--- src/rtl/rot_pkg.sv ---
package rot_pkg;
  typedef enum logic [1:0] {
    ROT_L = 2'b00,
    ROT_R = 2'b01,
    RTC_L = 2'b10,
    RTC_R = 2'b11
  } rot_op_e;
endpackage

--- src/rtl/rot_count_reduce.sv ---
module rot_count_reduce #(
  parameter int WIDTH = 8,
  parameter int CNT_W = 8,
  localparam int EW   = $clog2(WIDTH + 1),
  localparam int LW   = $clog2(WIDTH)
) (
  input  logic [CNT_W-1:0] count,
  input  logic             thru,
  output logic [EW-1:0]    eff,
  output logic             raw_zero
);
  logic [EW-1:0] eff_mask;
  logic [EW-1:0] eff_mod;

  always_comb begin
    eff_mask = EW'(count[LW-1:0]);
    eff_mod  = EW'(count % CNT_W'(WIDTH + 1));
    eff      = thru ? eff_mod : eff_mask;
    raw_zero = (count == '0);
  end
endmodule

--- src/rtl/rot_datapath.sv ---
module rot_datapath
  import rot_pkg::*;
#(
  parameter int WIDTH = 8,
  localparam int EW   = $clog2(WIDTH + 1),
  localparam int RW   = WIDTH + 1
) (
  input  rot_op_e          op,
  input  logic [WIDTH-1:0] operand,
  input  logic             cf_in,
  input  logic [EW-1:0]    eff,
  output logic [WIDTH-1:0] result,
  output logic             ring_cf
);
  logic [2*WIDTH-1:0] pl_l, pl_r;
  logic [RW-1:0]      ring;
  logic [2*RW-1:0]    rc_l, rc_r;

  always_comb begin
    pl_l = {operand, operand} << eff;
    pl_r = {operand, operand} >> eff;
    ring = {cf_in, operand};
    rc_l = {ring, ring} << eff;
    rc_r = {ring, ring} >> eff;
    ring_cf = cf_in;
    unique case (op)
      ROT_L:   result = pl_l[2*WIDTH-1:WIDTH];
      ROT_R:   result = pl_r[WIDTH-1:0];
      RTC_L:   {ring_cf, result} = rc_l[2*RW-1:RW];
      default: {ring_cf, result} = rc_r[RW-1:0];
    endcase
  end
endmodule

--- src/rtl/rot_flag_gen.sv ---
module rot_flag_gen
  import rot_pkg::*;
#(
  parameter int WIDTH = 8
) (
  input  rot_op_e          op,
  input  logic [WIDTH-1:0] operand,
  input  logic [WIDTH-1:0] result,
  input  logic             ring_cf,
  input  logic             cf_in,
  input  logic             of_in,
  input  logic             raw_zero,
  output logic             cf_out,
  output logic             of_out,
  output logic             cf_we,
  output logic             of_we
);
  logic we, cf_new, of_new;

  always_comb begin
    we = op[1] | ~raw_zero;
    unique case (op)
      ROT_L: begin
        cf_new = result[0];
        of_new = result[WIDTH-1] ^ result[0];
      end
      ROT_R: begin
        cf_new = result[WIDTH-1];
        of_new = result[WIDTH-1] ^ result[WIDTH-2];
      end
      RTC_L: begin
        cf_new = ring_cf;
        of_new = result[WIDTH-1] ^ ring_cf;
      end
      default: begin
        cf_new = ring_cf;
        of_new = operand[WIDTH-1] ^ cf_in;
      end
    endcase
    cf_we  = we;
    of_we  = we;
    cf_out = we ? cf_new : cf_in;
    of_out = we ? of_new : of_in;
  end
endmodule

--- src/rtl/rot_unit.sv ---
module rot_unit
  import rot_pkg::*;
#(
  parameter int WIDTH = 8,
  localparam int EW   = $clog2(WIDTH + 1)
) (
  input  logic [WIDTH-1:0] operand,
  input  logic [7:0]       count,
  input  logic [1:0]       op_sel,
  input  logic             cf_in,
  input  logic             of_in,
  output logic [WIDTH-1:0] result,
  output logic             cf_out,
  output logic             of_out,
  output logic             cf_we,
  output logic             of_we
);
  rot_op_e       op;
  logic [EW-1:0] eff;
  logic          raw_zero;
  logic          ring_cf;

  assign op = rot_op_e'(op_sel);

  rot_count_reduce #(.WIDTH(WIDTH), .CNT_W(8)) u_cnt (
    .count(count), .thru(op_sel[1]), .eff(eff), .raw_zero(raw_zero)
  );

  rot_datapath #(.WIDTH(WIDTH)) u_dp (
    .op(op), .operand(operand), .cf_in(cf_in), .eff(eff),
    .result(result), .ring_cf(ring_cf)
  );

  rot_flag_gen #(.WIDTH(WIDTH)) u_flg (
    .op(op), .operand(operand), .result(result), .ring_cf(ring_cf),
    .cf_in(cf_in), .of_in(of_in), .raw_zero(raw_zero),
    .cf_out(cf_out), .of_out(of_out), .cf_we(cf_we), .of_we(of_we)
  );

  always_comb begin
    if (op_sel[1] == 1'b0 && count == 8'd0) begin
      a_r3_zero_count_holds: assert (!cf_we && !of_we && result == operand
                                     && cf_out == cf_in && of_out == of_in);
    end
    if (op_sel == 2'b00 && count != 8'd0) begin
      a_r5_rol_flags: assert (cf_out == result[0]
                              && of_out == (result[WIDTH-1] ^ result[0]));
    end
    if (op_sel == 2'b01 && count != 8'd0) begin
      a_r6_ror_carry: assert (cf_out == result[WIDTH-1]);
    end
    if (op_sel == 2'b10) begin
      a_r7_rcl_overflow: assert (of_out == (result[WIDTH-1] ^ cf_out));
    end
    if (op_sel[1] && (count % (WIDTH + 1)) == 0) begin
      a_r9_ring_zero_holds: assert (result == operand && cf_out == cf_in
                                    && cf_we && of_we);
    end
    a_r10_strobes_paired: assert (cf_we == of_we);
  end
endmodule

--- config.mk ---
export PLATFORM = sky130hd
export DESIGN_NAME = rot_unit
export DESIGN_NICKNAME = d
export VERILOG_FILES = /design/src/rtl/rot_pkg.sv /design/src/rtl/rot_count_reduce.sv /design/src/rtl/rot_datapath.sv /design/src/rtl/rot_flag_gen.sv /design/src/rtl/rot_unit.sv
export SDC_FILE = /design/constraint.sdc
export NUM_CORES = 1
export LEC_CHECK = 0
export BUFFER_PORTS_ARGS = -buffer_cell sky130_fd_sc_hd__buf_2
export CAP_MARGIN = 20
export CORE_MARGIN = 2
export CORE_UTILIZATION = 55
export DETAILED_ROUTE_END_ITERATION = 7
export GPL_ROUTABILITY_DRIVEN = 0
export PLACE_DENSITY = 0.75
export SYNTH_ARGS = -nofsm -noshare
export SYNTH_HDL_FRONTEND = slang
export SYNTH_SLANG_ARGS = --single-unit
--- constraint.sdc ---
create_clock -name vclk -period 7.1
set_clock_uncertainty 0.15 [all_clocks]
set_input_delay 0.355 -clock vclk [all_inputs]
set_output_delay 0.355 -clock vclk [all_outputs]
set_load 0.005 [all_outputs]
==> results of run 1 <==
cells by family after synthesis:
logic type               count (synthesis)
AO/OA/AOI/OAI                          178
AND/OR/NAND/NOR                        162
buffers and inverters                   63
multiplexers                            47
adder cells (fa/ha/maj)                 11
XOR/XNOR                                 7
path summary, 6_finish.rpt:
check      from      to
max    count[5]  of_out
min       of_in  of_out
power groups by stage:
stage	registers [mW]	clock network, mW	logic (mW)
after floorplan	0	0	0.562
after global placement	0	0	0.718
after detailed placement	0	0	0.730
after CTS	0	0	0.734
after global routing	0	0	0.849
final	0	0	0.793
repair_timing:
action,in CTS,in global routing
gates resized for setup,0,18
setup buffers,0,5
setup endpoints to repair,0,10
routing by layer:
layer / vias up / track usage
met5: - / 0
met1: 1844 / 0.396
met3: 52 / 0.0278
met4: 0 / 0.110
li1: 1865 / -
met2: 257 / 0.545
area by class of cell:
cell class / count / area (µm²)
fill: 574 / 2250
inverter: 23 / 86.3
multi-input combinational: 405 / 3060
tap: 75 / 93.8
timing repair buffer: 54 / 329
cell usage in the layout (no fill, tap or decap), types with 6 or more instances in the layout:
cell type | synthesis | routed
a21oi_1 | 26 | 25
a221oi_1 | 6 | 6
a31oi_1 | 8 | 8
buf_2 | 6 | 32
buf_4 | 5 | 21
ha_1 | 11 | 10
inv_1 | 21 | 21
mux2_2 | 8 | 8
mux2i_1 | 34 | 32
nand2_1 | 40 | 40
nand3_1 | 19 | 19
nand4_1 | 7 | 7
nor2_1 | 41 | 39
nor3_1 | 12 | 11
o211ai_1 | 13 | 13
o21ai_0 | 26 | 24
critical path, delay by kind of cell:
kind            cells  cell delay [ns]
compound gates     12             2.62
buf+inv             7             1.05
simple gates        4             0.95
fa+ha+maj           3             0.69
mux                 2             0.52
xor+xnor            1             0.16
stage by stage:
step	hold WS (ns)	std cells	total power, mW	setup TNS, ns
floorplan	0.689	468	0.562	0
global placement	0.908	552	0.718	0
detailed placement	0.907	552	0.730	0
CTS	0.909	552	0.734	0
global route	0.932	557	0.849	-0.0800
finish	0.907	557	0.793	0
==> metrics.md, run 1 <==
| Metric | Value |
|---|---|
| Initial antenna violation count | 0 |
| Cell area after layout | 0.00357 mm² |
| Placed Area | 0.00344 mm² |
| Cell-internal power | 0.315 mW |
| Worst Hold Class | in -> out |
| Status | finished, final reports clean |
| Pin count of the biggest net entering global routing | 25 |
| Starting DRC count in detailed routing | 620 |
| DRC Markers | 0 |
| Adder-Cell Fraction of Synth Area | 0.0423 |
| Sw Share | 0.603 |
| DRT met1 WL | 4330 µm |
| Gate Count Post-Synth | 468 |
| I/O Pins | 32 |
| Overflow after GRT | 0 |
| Die W | 81.0 µm |
| Final worst path period share | 0.965 |
| Yosys top cell area share | 0.104 |
| Antenna diode count | 0 |
| Ys Warns | 0 |
| DP Wirelength | 8030 µm |
| Drt pass-1 iters | 6 |
| Slowest cell on crit path | o32a_1 |
| # hold bufs at CTS | 0 |
| Area Overhead vs Synth | 9.60% |
| Crit path capture type | primary output |
| Post-synthesis mux area share | 0.156 |
| Storage cell area | 0 µm² |
| WL/cell | 19.5 µm |
| Final core occ | 0.614 |
| Vias in the first global route | 3483 |
| Routed vias | 4018 |
| Routed met2 length | 5160 µm |
| Synth area leader | mux2i_1 |
| Placement Setup Slack | 0.0220 ns |
| Slew margin rel. | 0.503 |
| Pleak | 1.38 nW |
| Main combinational cell family by area after synthesis | compound AO/OA/AOI/OAI gates |
| Largest cells by area after synthesis | mux2i_1, nor2_1, nand2_1, ha_1, a21oi_1 |
| Initial core utilization | 0.560 |
| Most frequent cells after synthesis | nor2_1, nand2_1, mux2i_1 |
| Top sig layer | met4 |
| Worst stage delay on the critical path | 0.41 ns |
| Pins over their slew limit | 0 |
| Worst-Margin Slew | 0.740 ns |
| Syn_area_per_cell | 6.96 µm² |
| Simple logic cell fraction of the synthesized area | 0.265 |
| FFs & Latches | 0 |
| Buffers added on ports | 32 |
| Tot GR Track Use | 0.311 |
| Ratio of cells with drive above 1 in the final layout | 0.224 |
| Final Hold Viols | 0 |
| Crit path time final | 6.85 ns |
| Setup-failing EPs final | 0 |
| F_max | 146 MHz |
| # rows | 28 |
| Combinational power share | 1.000 |
| Height of the die | 81.0 µm |
| Maximum vdd drop | 0.116 mV |
| Sw Pwr | 0.478 mW |
| Vias per cell | 7.21 |
| Clock network fraction of total power | 0 |
| Core footprint | 0.00582 mm² |
| Cell with the most instances after synthesis | nor2_1 |
| Xor/xnor share of the synthesized area | 0.0234 |
| Post-DRT Antenna Nets | 0 |
| Register area share after synthesis | 0 |
| Synth Area in Compound Gates | 0.423 |
| Hold Crit Depth | 4 |
| First-pass GRT wire length | 16600 µm |
| CP required | 6.59 ns |
| Final WL | 10900 µm |
| DIE AREA | 0.00655 mm² |
| Number of violations of the max-capacitance limit | 0 |
| CP startpoint kind | primary input |
| Sequential cell fraction of total power | 0 |
| Library cells used by synthesis | 92 |
| Worst Path Arrival | 6.35 ns |
| CP Max Fanout | 17 |
| Nets | 515 |
| Worst Setup Path Type | in -> out |
| Mapped Area | 0.00326 mm² |
| Power density over cell area | 222 mW/mm² |
| Syn Nets | 499 |
| Clk_buf instances | 0 |
| Routed wl met3 | 944 µm |
| Final WS setup | 0.248 ns |
No activity file was read; power rests on OpenSTA's default activity.
==> run 2: changes to the inputs <==
Settings changed: ABC_AREA set to 1, CELL_PAD_IN_SITES_DETAIL_PLACEMENT set to 2, CELL_PAD_IN_SITES_GLOBAL_PLACEMENT set to 2, CORE_UTILIZATION 55 to 31, PLACE_DENSITY 0.75 to not set, PLACE_DENSITY_LB_ADDON set to 0.1.
==> run 2 against run 1 <==
Against the previous run: non-clock buffer count down 20; clock-buffer cell count unchanged; setup slack gained 0.38 ns; wire length rose by 5.9%.
==> metrics.md, run 2 <==
| Metric | Value |
|---|---|
| Ys Warns | 0 (unchanged) |
| FFs & Latches | 0 (unchanged) |
| Library cells used by synthesis | 46 (-50%) |
| Nets | 545 (+5.8%) |
| Overflow after GRT | 0 (unchanged) |
| Slowest cell on crit path | inv_2 |
| Simple logic cell fraction of the synthesized area | 0.600 (+0.335) |
| First-pass GRT wire length | 18200 µm (+9.2%) |
| Initial core utilization | 0.319 (-0.241) |
| Crit path time final | 6.47 ns (-0.384 ns) |
| Routed vias | 3459 (-14%) |
| Setup tns final | 0 ns (unchanged) |
| Most common cell after layout, fill and taps aside | nand2_1 |
| Post-DRT Antenna Nets | 0 (unchanged) |
| WL/cell | 18.7 µm (-4.4%) |
| Worst Setup Path Type | in -> out |
| Worst Hold Class | in -> out |
| Height of the die | 95.7 µm (+18%) |
| Crit path capture type | primary output |
| Filler Cells Inserted | 1123 (+96%) |
| Worst Path Arrival | 5.96 ns (-0.39 ns) |
| Final Hold Viols | 0 (unchanged) |
| Main combinational cell family by area after synthesis | simple AND/OR/NAND/NOR gates |
| Area of the multi-input gates | 0.00229 mm² (-25%) |
| Top Family by Delay on Critical Path | simple AND/OR/NAND/NOR gates |
| Buffers added on ports | 32 (unchanged) |
| Initial antenna violation count | 0 (unchanged) |
| I/O Pins | 32 (unchanged) |
| Pleak | 1.53 nW (+10%) |
| Storage cell area | 0 µm² (unchanged) |
| Synth area leader | nand2_1 |
| # hold bufs at CTS | 0 (unchanged) |
| DIE AREA | 0.00916 mm² (+40%) |
| Vias in the first global route | 3564 (+2.3%) |
| Final core occ | 0.348 (-0.265) |
| Commonest non-fill, non-tap cells in the layout | nand2_1, nand3_1, inv_1 |
| Largest cells by area after synthesis | nand2_1, nand3_1, inv_1, nand2_4, ha_1 |
| Register area share after synthesis | 0 (unchanged) |
| Power density over cell area | 327 mW/mm² (+47%) |
| Xor/xnor share of the synthesized area | 0.0298 (+0.00632) |
| Placement Setup Slack | 0.560 ns (+0.538 ns) |
| Post-synthesis mux area share | 0 (-0.156) |
| Buf/Inv on CP | 8 (+1) |
| Tot GR Track Use | 0.254 (-0.0572) |
| F_max | 155 MHz (+5.9%) |
| Synth Area in Compound Gates | 0.182 (-0.241) |
| CP startpoint kind | primary input |
| Most frequent cells after synthesis | nand2_1, nand3_1, inv_1 |
| Ratio of cells with drive above 1 in the final layout | 0.186 (-0.0385) |
| Clk_buf instances | 0 (unchanged) |
| Post-CTS Setup Inserts | 0 (unchanged) |
| CP required | 6.59 ns (about the same) |
| Worst stage delay on the critical path | 0.35 ns (-0.06 ns) |
| Vias per cell | 5.61 (-22%) |
| Crit-path most repeated cell | nand2_1 |
| Post-CTS sizing | 0 (unchanged) |
| Core footprint | 0.00818 mm² (+41%) |
| Pin count of the biggest net entering global routing | 28 (+12%) |
| Adder-Cell Fraction of Synth Area | 0.0528 (+0.0105) |
| Antenna diode count | 0 (unchanged) |
| Final WS setup | 0.632 ns (+0.384 ns) |
| Final worst path period share | 0.911 (-0.0542) |
| # rows | 33 (+18%) |
| Pwr Total | 0.931 mW (+17%) |
| DRC Markers | 0 (unchanged) |
| Status | finished, final reports clean |
| Slew margin rel. | 0.431 (-0.0724) |
| Yosys top cell area share | 0.202 (+0.0970) |
| Syn Nets | 524 (+5.0%) |
| Setup-failing EPs final | 0 (unchanged) |
| CP Max Fanout | 27 (+10) |
| Area Overhead vs Synth | 9.21% |
| Drt pass-1 iters | 4 (-2) |
| Worst-Margin Slew | 0.846 ns (+0.106 ns) |
| Cell with the most instances after synthesis | nand2_1 |
| DP Wirelength | 9630 µm (+20%) |
| Maximum vdd drop | 0.0948 mV (-18%) |
| Starting DRC count in detailed routing | 141 (-77%) |
| Gate Count Post-Synth | 493 (+5.3%) |
| Final WL | 11500 µm (+5.9%) |
| Syn_area_per_cell | 5.29 µm² (-24%) |
| Mapped Area | 0.00261 mm² (-20%) |
| Number of violations of the max-capacitance limit | 0 (unchanged) |
| Pins over their slew limit | 0 (unchanged) |
| Die W | 95.7 µm (+18%) |
[run 2: cell type report]
type | count | area share
multi-input cells | 411 | 0.803
well taps | 105 | 0.0461
inverters | 67 | 0.0896
repair buffers | 34 | 0.0615
[run 2: cell families after synthesis]
kind of cell,count (synthesis)
simple gates,315
fa+ha+maj,11
compound gates,77
xor+xnor,8
buf+inv,82
[run 2: report_power, final]
part	switching (mW)	total (mW)	internal, mW
Combinational	0.657	0.931	0.274
Sequential	0	0	0
Clock	0	0	0
Total	0.657	0.931	0.274
[run 2: layer usage]
metal	vias to the layer above	wire, µm	GRT usage
met2	65	5970	0.480
li1	1682	-	-
met4	0	354	0.0714
met1	1688	4920	0.311
met5	-	0	0
met3	24	277	0.0102
[run 2: through the flow]
stage / instances / instance area [µm²] / hold WS (ns)
floorplan: 493 / 2610 / 0.688
global placement: 617 / 2820 / 0.873
detailed placement: 617 / 2820 / 0.895
CTS: 617 / 2820 / 0.899
global route: 617 / 2850 / 0.948
finish: 617 / 2850 / 0.896
[run 2: final timing paths]
path              depth (start not counted)      to  slack (ns)  startpoint
setup / recovery                         44  of_out        0.63    count[5]
hold / removal                            4  of_out        0.90       of_in
